$ cat config.mk
export PLATFORM = sky130hd
export DESIGN_NAME = sbdma_channel
export DESIGN_NICKNAME = d
export VERILOG_FILES = /design/src/rtl/sbdma_pkg.sv /design/src/rtl/sbdma_check.sv /design/src/rtl/sbdma_timer.sv /design/src/rtl/sbdma_channel.sv
export SDC_FILE = /design/constraint.sdc
export NUM_CORES = 1
export LEC_CHECK = 0
export BUFFER_PORTS_ARGS = -buffer_cell sky130_fd_sc_hd__buf_2
export CORE_MARGIN = 4
export CORE_UTILIZATION = 30
export DETAILED_ROUTE_END_ITERATION = 8
export PLACE_DENSITY = 0.47
export RECOVER_POWER = 25
export SLEW_MARGIN = 15
export SYNTH_ARGS = -nofsm -noshare
export SYNTH_HDL_FRONTEND = slang
export SYNTH_HIERARCHICAL = 1
export SYNTH_SLANG_ARGS = --single-unit
$ cat constraint.sdc
create_clock -name clk -period 9.1 [get_ports clk]
set_clock_uncertainty 0.05 [all_clocks]
set_input_delay 0.455 -clock clk [delete_from_list [all_inputs] [get_ports clk]]
set_output_delay 0.455 -clock clk [all_outputs]
set_load 0.05 [all_outputs]
$ cat src/rtl/sbdma_pkg.sv
package sbdma_pkg;
  localparam int DW    = 32;
  localparam int IDX_W = 3;
  localparam int PW    = 15;
  localparam int CNT_W = DW - 1;

  typedef enum logic [IDX_W-1:0] {
    RG_SRC  = 3'd0,
    RG_DST  = 3'd1,
    RG_LEN  = 3'd2,
    RG_DIR  = 3'd3,
    RG_EN   = 3'd4,
    RG_GO   = 3'd5,
    RG_SUSP = 3'd6,
    RG_PROT = 3'd7
  } reg_idx_e;

  localparam logic [DW-1:0] ADDR_MASK = 32'h1FFF_FFE0;
  localparam logic [15:0]   PROT_KEY  = 16'h4659;
  localparam logic [PW-1:0] PROT_MASK = 15'h7F7F;
  localparam logic [DW-1:0] WIN_LO    = 32'h0800_0000;
  localparam logic [DW-1:0] WIN_HI    = 32'h080F_FFE0;
  localparam int            IDLE_BIT  = 4;
  localparam logic [DW-1:0] SUSP_RST  = 32'h0000_0010;

  function automatic logic src_region_ok(input logic [DW-1:0] a);
    return (a[28:26] == 3'd1) || (a[28:26] == 3'd3);
  endfunction

  function automatic logic dst_region_ok(input logic [DW-1:0] a);
    return (a[28:26] == 3'd0) || (a[28:26] == 3'd5);
  endfunction
endpackage

$ cat src/rtl/sbdma_check.sv
module sbdma_check
  import sbdma_pkg::*;
(
  input  logic [DW-1:0] src,
  input  logic [DW-1:0] dst,
  input  logic [DW-1:0] len,
  input  logic [PW-1:0] prot,
  output logic          bad_region,
  output logic          out_of_window
);
  logic [DW-1:0] lo_bound, hi_bound, last_byte;
  logic          first_in, last_in;

  always_comb begin
    lo_bound      = {5'd0, prot[14:8], 20'd0} | WIN_LO;
    hi_bound      = {5'd0, prot[6:0], 20'd0} | WIN_HI;
    last_byte     = src + {1'b0, len[DW-2:0]} - 32'd1;
    first_in      = (src >= lo_bound) && (src <= hi_bound);
    last_in       = (last_byte >= lo_bound) && (last_byte <= hi_bound);
    bad_region    = !src_region_ok(src) || !dst_region_ok(dst);
    out_of_window = !bad_region && !(first_in && last_in);
  end
endmodule

$ cat src/rtl/sbdma_timer.sv
module sbdma_timer
  import sbdma_pkg::*;
#(
  parameter int CW = CNT_W
) (
  input  logic          clk,
  input  logic          rst_n,
  input  logic          load,
  input  logic [CW-1:0] units,
  output logic          busy,
  output logic          run_end
);
  logic [CW-1:0] cnt_q, cnt_d;
  logic          busy_q, busy_d;

  always_comb begin
    cnt_d  = cnt_q;
    busy_d = busy_q;
    if (load) begin
      busy_d = 1'b1;
      cnt_d  = (units == '0) ? CW'(1) : units;
    end else if (busy_q) begin
      if (cnt_q == CW'(1)) busy_d = 1'b0;
      else                 cnt_d  = cnt_q - CW'(1);
    end
  end

  always_ff @(posedge clk or negedge rst_n) begin
    if (!rst_n) begin
      cnt_q  <= '0;
      busy_q <= 1'b0;
    end else begin
      cnt_q  <= cnt_d;
      busy_q <= busy_d;
    end
  end

  assign busy    = busy_q;
  assign run_end = busy_q && (cnt_q == CW'(1));

  p_cnt_live_r7: assert property (@(posedge clk) disable iff (!rst_n)
    busy_q |-> (cnt_q != '0));
  p_no_reload_r4: assert property (@(posedge clk) disable iff (!rst_n)
    busy_q |-> !load);
endmodule

$ cat src/rtl/sbdma_channel.sv
module sbdma_channel
  import sbdma_pkg::*;
(
  input  logic              clk,
  input  logic              rst_n,
  input  logic              wr_en,
  input  logic [IDX_W-1:0]  wr_idx,
  input  logic [DW-1:0]     wr_data,
  input  logic [IDX_W-1:0]  rd_idx,
  output logic [DW-1:0]     rd_data,
  output logic              mv_busy,
  output logic [DW-1:0]     mv_src,
  output logic [DW-1:0]     mv_dst,
  output logic              irq_done,
  output logic              irq_illegal,
  output logic              irq_overrun
);
  logic [DW-1:0] src_q, src_d, dst_q, dst_d, len_q, len_d, susp_q, susp_d;
  logic [PW-1:0] prot_q, prot_d;
  logic          dir_q, dir_d, en_q, en_d;
  logic          done_q, done_d, ill_q, ill_d, ovr_q, ovr_d;
  logic          busy, run_end, bad_region, out_of_window, go_req, launch;
  logic [DW-2:0] span;

  assign span = len_q[DW-2:0];

  sbdma_check u_check (
    .src           (src_q),
    .dst           (dst_q),
    .len           (len_q),
    .prot          (prot_q),
    .bad_region    (bad_region),
    .out_of_window (out_of_window)
  );

  assign go_req = wr_en && (reg_idx_e'(wr_idx) == RG_GO) && wr_data[0] && en_q && !busy;
  assign launch = go_req && !bad_region && !out_of_window;

  sbdma_timer #(.CW(CNT_W)) u_timer (
    .clk     (clk),
    .rst_n   (rst_n),
    .load    (launch),
    .units   ({1'b0, span[DW-2:1]}),
    .busy    (busy),
    .run_end (run_end)
  );

  always_comb begin
    src_d  = src_q;  dst_d = dst_q;  len_d = len_q;  susp_d = susp_q;
    prot_d = prot_q; dir_d = dir_q;  en_d  = en_q;
    done_d = 1'b0;   ill_d = 1'b0;   ovr_d = 1'b0;
    if (run_end) begin
      src_d            = src_q + {1'b0, span};
      dst_d            = dst_q + {1'b0, span};
      len_d            = '0;
      en_d             = ~len_q[DW-1];
      susp_d[IDLE_BIT] = 1'b1;
      done_d           = 1'b1;
    end
    if (wr_en) begin
      case (reg_idx_e'(wr_idx))
        RG_SRC:  src_d = wr_data & ADDR_MASK;
        RG_DST:  dst_d = wr_data & ADDR_MASK;
        RG_LEN:  len_d = wr_data;
        RG_DIR:  dir_d = wr_data[0];
        RG_EN:   en_d  = wr_data[0];
        RG_GO: begin
          if (go_req) begin
            if (bad_region) begin
              en_d  = 1'b0;
              ill_d = 1'b1;
            end else if (out_of_window) begin
              en_d  = 1'b0;
              ovr_d = 1'b1;
            end else begin
              susp_d[IDLE_BIT] = 1'b0;
            end
          end
        end
        RG_SUSP: susp_d = {wr_data[DW-1:IDLE_BIT+1], susp_q[IDLE_BIT], wr_data[IDLE_BIT-1:0]};
        RG_PROT: if (wr_data[31:16] == PROT_KEY) prot_d = wr_data[PW-1:0] & PROT_MASK;
        default: ;
      endcase
    end
  end

  always_ff @(posedge clk or negedge rst_n) begin
    if (!rst_n) begin
      src_q  <= '0;  dst_q <= '0;  len_q <= '0;  susp_q <= SUSP_RST;
      prot_q <= '0;  dir_q <= 1'b0; en_q <= 1'b0;
      done_q <= 1'b0; ill_q <= 1'b0; ovr_q <= 1'b0;
    end else begin
      src_q  <= src_d;  dst_q <= dst_d;  len_q <= len_d;  susp_q <= susp_d;
      prot_q <= prot_d; dir_q <= dir_d;  en_q  <= en_d;
      done_q <= done_d; ill_q <= ill_d;  ovr_q <= ovr_d;
    end
  end

  always_comb begin
    case (reg_idx_e'(rd_idx))
      RG_SRC:  rd_data = src_q;
      RG_DST:  rd_data = dst_q;
      RG_LEN:  rd_data = len_q;
      RG_DIR:  rd_data = {{(DW-1){1'b0}}, dir_q};
      RG_EN:   rd_data = {{(DW-1){1'b0}}, en_q};
      RG_GO:   rd_data = {{(DW-1){1'b0}}, busy};
      RG_SUSP: rd_data = susp_q;
      RG_PROT: rd_data = {{(DW-PW){1'b0}}, prot_q};
      default: rd_data = '0;
    endcase
  end

  assign mv_busy     = busy;
  assign mv_src      = busy ? (dir_q ? dst_q : src_q) : '0;
  assign mv_dst      = busy ? (dir_q ? src_q : dst_q) : '0;
  assign irq_done    = done_q;
  assign irq_illegal = ill_q;
  assign irq_overrun = ovr_q;

  p_go_gated_r4: assert property (@(posedge clk) disable iff (!rst_n)
    (wr_en && wr_idx == 3'd5 && !en_q && !busy) |=> !busy);
  p_busy_susp_r7: assert property (@(posedge clk) disable iff (!rst_n)
    busy |-> !susp_q[IDLE_BIT]);
  p_err_disarms_r5: assert property (@(posedge clk) disable iff (!rst_n)
    (irq_illegal || irq_overrun) |-> !en_q);
  p_done_on_end_r9: assert property (@(posedge clk) disable iff (!rst_n)
    $fell(busy) |-> irq_done);
  p_done_single_r9: assert property (@(posedge clk) disable iff (!rst_n)
    irq_done |=> !irq_done);
  p_one_irq_r6: assert property (@(posedge clk) disable iff (!rst_n)
    $onehot0({irq_done, irq_illegal, irq_overrun}));
endmodule

==> key figures <==
STA
  – Final period util: 75.2%
  – Relative slew margins: -143%
  – Slew @ Worst Pin: 3640 ps
  – Final setup viols: 0
  – Pins Over Slew Limit: 149
  – RSZ-0062 raised after global routing: false
  – Number of hold violations in the final report: 0
  – FMAX: 0.146 GHz
  – Fin crit period: 6850 ps
  – Setup TNS: 0 ps

Place
  – GPL Wtd Cong: 0.885
  – DP Wirelength: 53000 µm
  – # placed instances: 3024
  – Port Buffer Count: 140

Logic synthesis
  – Post-synth EDFFs: 0
  – Flops & latches, synth: 179
  – Synth Warn #: 6
  – Post-Synthesis Cells: 2192
  – Count of different cell masters after synthesis: 110
  – Mapped Avg Cell Area: 7.94 µm²
  – Yosys top cell by area: dfrtp_1
  – Top FF cell, synth: dfrtp_1
  – Synth top area share: 25.6%
  – Ranking of synthesized cells by area: dfrtp_1 (26%), ha_1 (11%), mux2i_1 (6.7%)
  – Async SR Flop Fraction: 100%
  – Seq/Total Area, Yosys: 25.7%
  – Commonest cells in the netlist: nand2_1 (228), a21oi_1 (200), inv_1 (185), dfrtp_1 (178), nor2_1 (154)
  – Top-count cell post-synth: nand2_1
  – Area of the mapped netlist: 0.0174 mm²

Die
  – Ports: 141
  – Total core area: 0.0576 mm²
  – Initial core utilization: 30.2%
  – Die Area: 0.0619 mm²
  – Chip Width: 249 µm
  – Die H: 249 µm
  – Row Count: 88

Setup path
  – Critical path arrival: 7240 ps
  – CP startpoint kind: input port
  – WS Path Type: input port to asynchronous set/reset pin
  – Crit. End Element: asynchronous set/reset pin
  – Crit path required time: 9490 ps
  – Worst Path Max Fanout: 63

GRT
  – GRT Overall Usage: 21.7%
  – Largest net degree at the start of global routing: 72
  – Global-route wire length before repair: 104000 µm
  – Initial antenna violation count: 2
  – Vias in the first global route: 16600
  – GRT overflow: 0

Finish
  – Fill count: 6114
  – Area of the multi-input gates: 0.0118 mm²
  – N_diodes: 0
  – Area grow syn2layout: 12.1%
  – Nets: 2476
  – Register area: 0.00448 mm²
  – Post-Layout Cell Count: 3057
  – Layout cell share with drive strength beyond 1: 12.8%

Clock network
  – Clk_lat worst skew: 450 ps
  – CTS sink cnt: 179
  – Clk pin slew, worst setup/hold paths: 80 ps
  – Setup Fix Bufs, Post-CTS: 0
  – Clk root buf: clkbuf_16
  – Hold_buf cts: 1
  – CTS tree: done
  – Post-cts gate resize count: 0
  – TritonCTS buffer count: 17
  – CTS max path bufs: 2
  – # H-tree levels: 4

Power
  – Logic pwr share: 60.8%
  – Int Power: 2.54 mW
  – Sequential share of power: 22.5%
  – Net switching power: 2.56 mW
  – Worst IR drop on VDD: 0.122 mV
  – Pwr dens: 261 mW/mm²
  – Static Leakage: 8.81 nW
  – Clock Power Share: 16.7%
  – Sw Share: 50.2%

Route
  – Detailed Route WL: 69300 µm
  – DR iter-0 viols: 1446
  – Per-cell routed wire length: 22.7 µm
  – Via density: 5.48
  – Drt pass-1 iters: 5
  – DR vias: 16800
  – Routed Antenna Nets: 0
  – DRC Markers: 0

Status
  – Outcome: finished, violations left
  – Failing checks: capacitance limit, slew limit

Worst hold path
  – Hold crit path type: input port to flip-flop

Job
  – Max-cap violations: 3
[metrics by stage]
step                      worst slack (ps)  util (%)  hold slack (ps)  area, µm²  total power, mW
final                                 2250      33.9              196      19500             5.09
after floorplan                       3420         -              109      17400             3.36
after CTS                             2280      33.9              170      19500             5.08
after global routing                   996      33.9              197      19500             5.48
after detailed placement              2320      32.8              414      18900             4.21
after global placement                2430      32.8              408      18900             4.21
[per-layer routing]
metal	vias to the layer above	GRT usage, %	part of all wire (%)
met5	-	0	0
met1	8192	29.6	45
met3	88	2.94	5.4
met4	0	6.19	2.7
met2	488	36.1	46
li1	7987	-	-
[worst max-delay path, stage by stage]
cell,delay [ps]
dlygate4sd3_1,560
clkbuf_1,2330
clkbuf_1,2700
buf_4,990
[logic make-up after synthesis]
kind of cell | after synthesis | share of synthesized area (%)
compound gates | 587 | 21.1
buf+inv | 291 | 6.61
xor+xnor | 79 | 3.98
flops | 179 | 25.7
fa+ha+maj | 156 | 11.3
other cells | 1 | 0.0216
simple gates | 732 | 21.2
mux | 167 | 9.97
[power groups by stage]
stage / combinational, mW / clock, mW / sequential, mW
floorplan: 2.33 / 0 / 1.03
detailed placement: 3.05 / 0 / 1.16
CTS: 3.07 / 0.865 / 1.14
finish: 3.10 / 0.851 / 1.15
global route: 3.42 / 0.897 / 1.16
global placement: 3.05 / 0 / 1.16
[final cells by class]
| type | count | share of cell area (%) |
|---|---|---|
| tap | 765 | 4.91 |
| multi-input combinational | 1723 | 60.5 |
| sequential | 179 | 23.0 |
| inverter | 187 | 3.60 |
| timing repair buffer | 171 | 4.73 |
| clock inverter | 14 | 1.14 |
| clock buffer | 18 | 2.20 |
[registers in the layout (all words and copies together), names as in the netlist]
signal         flops
dir_q              1
u_timer/busy       1
dst_q             32
irq_overrun        1
src_q             32
irq_illegal        1
len_q             32
susp_q            32
en_q               1
u_timer/cnt_q     31
irq_done           1
prot_q            14
[cells in the final DEF (no fill, tap or decap), drive strengths merged, types with 8 or more instances in the layout]
cell type	Yosys	layout
nand2	229	229
a21oi	203	203
inv	187	191
dfrtp	178	178
o21ai	164	164
buf	28	163
nor2	154	154
ha	153	153
mux2i	116	116
nor2b	77	77
nand3	55	55
xnor2	52	52
mux2	51	51
a21o	45	45
nor3	34	34
nand4	33	33
and3	29	29
xor2	27	27
nor4	27	27
clkbuf	76	25
a31oi	21	21
o21a	19	19
or3	18	18
a211oi	18	18
o211ai	13	13
nand2b	11	11
and2	11	11
o21bai	10	10
and4	10	10
a211o	9	9
o2111ai	9	9
or2	8	8
or4	8	8
[worst paths after layout]
check,startpoint,to,slack (ps),depth (start not counted)
max in group clk,len_q[1],en_q,2280,28
min in group asynchronous,rst_n,len_q[2],1650,2
worst max register to register,len_q[1],en_q,2280,28
worst max-delay path,rst_n,dst_q[30],2250,4
worst min register to register,susp_q[10],susp_q[10],460,1
worst min-delay path,wr_data[4],len_q[4],200,3
(Power assumes the default switching activity.)
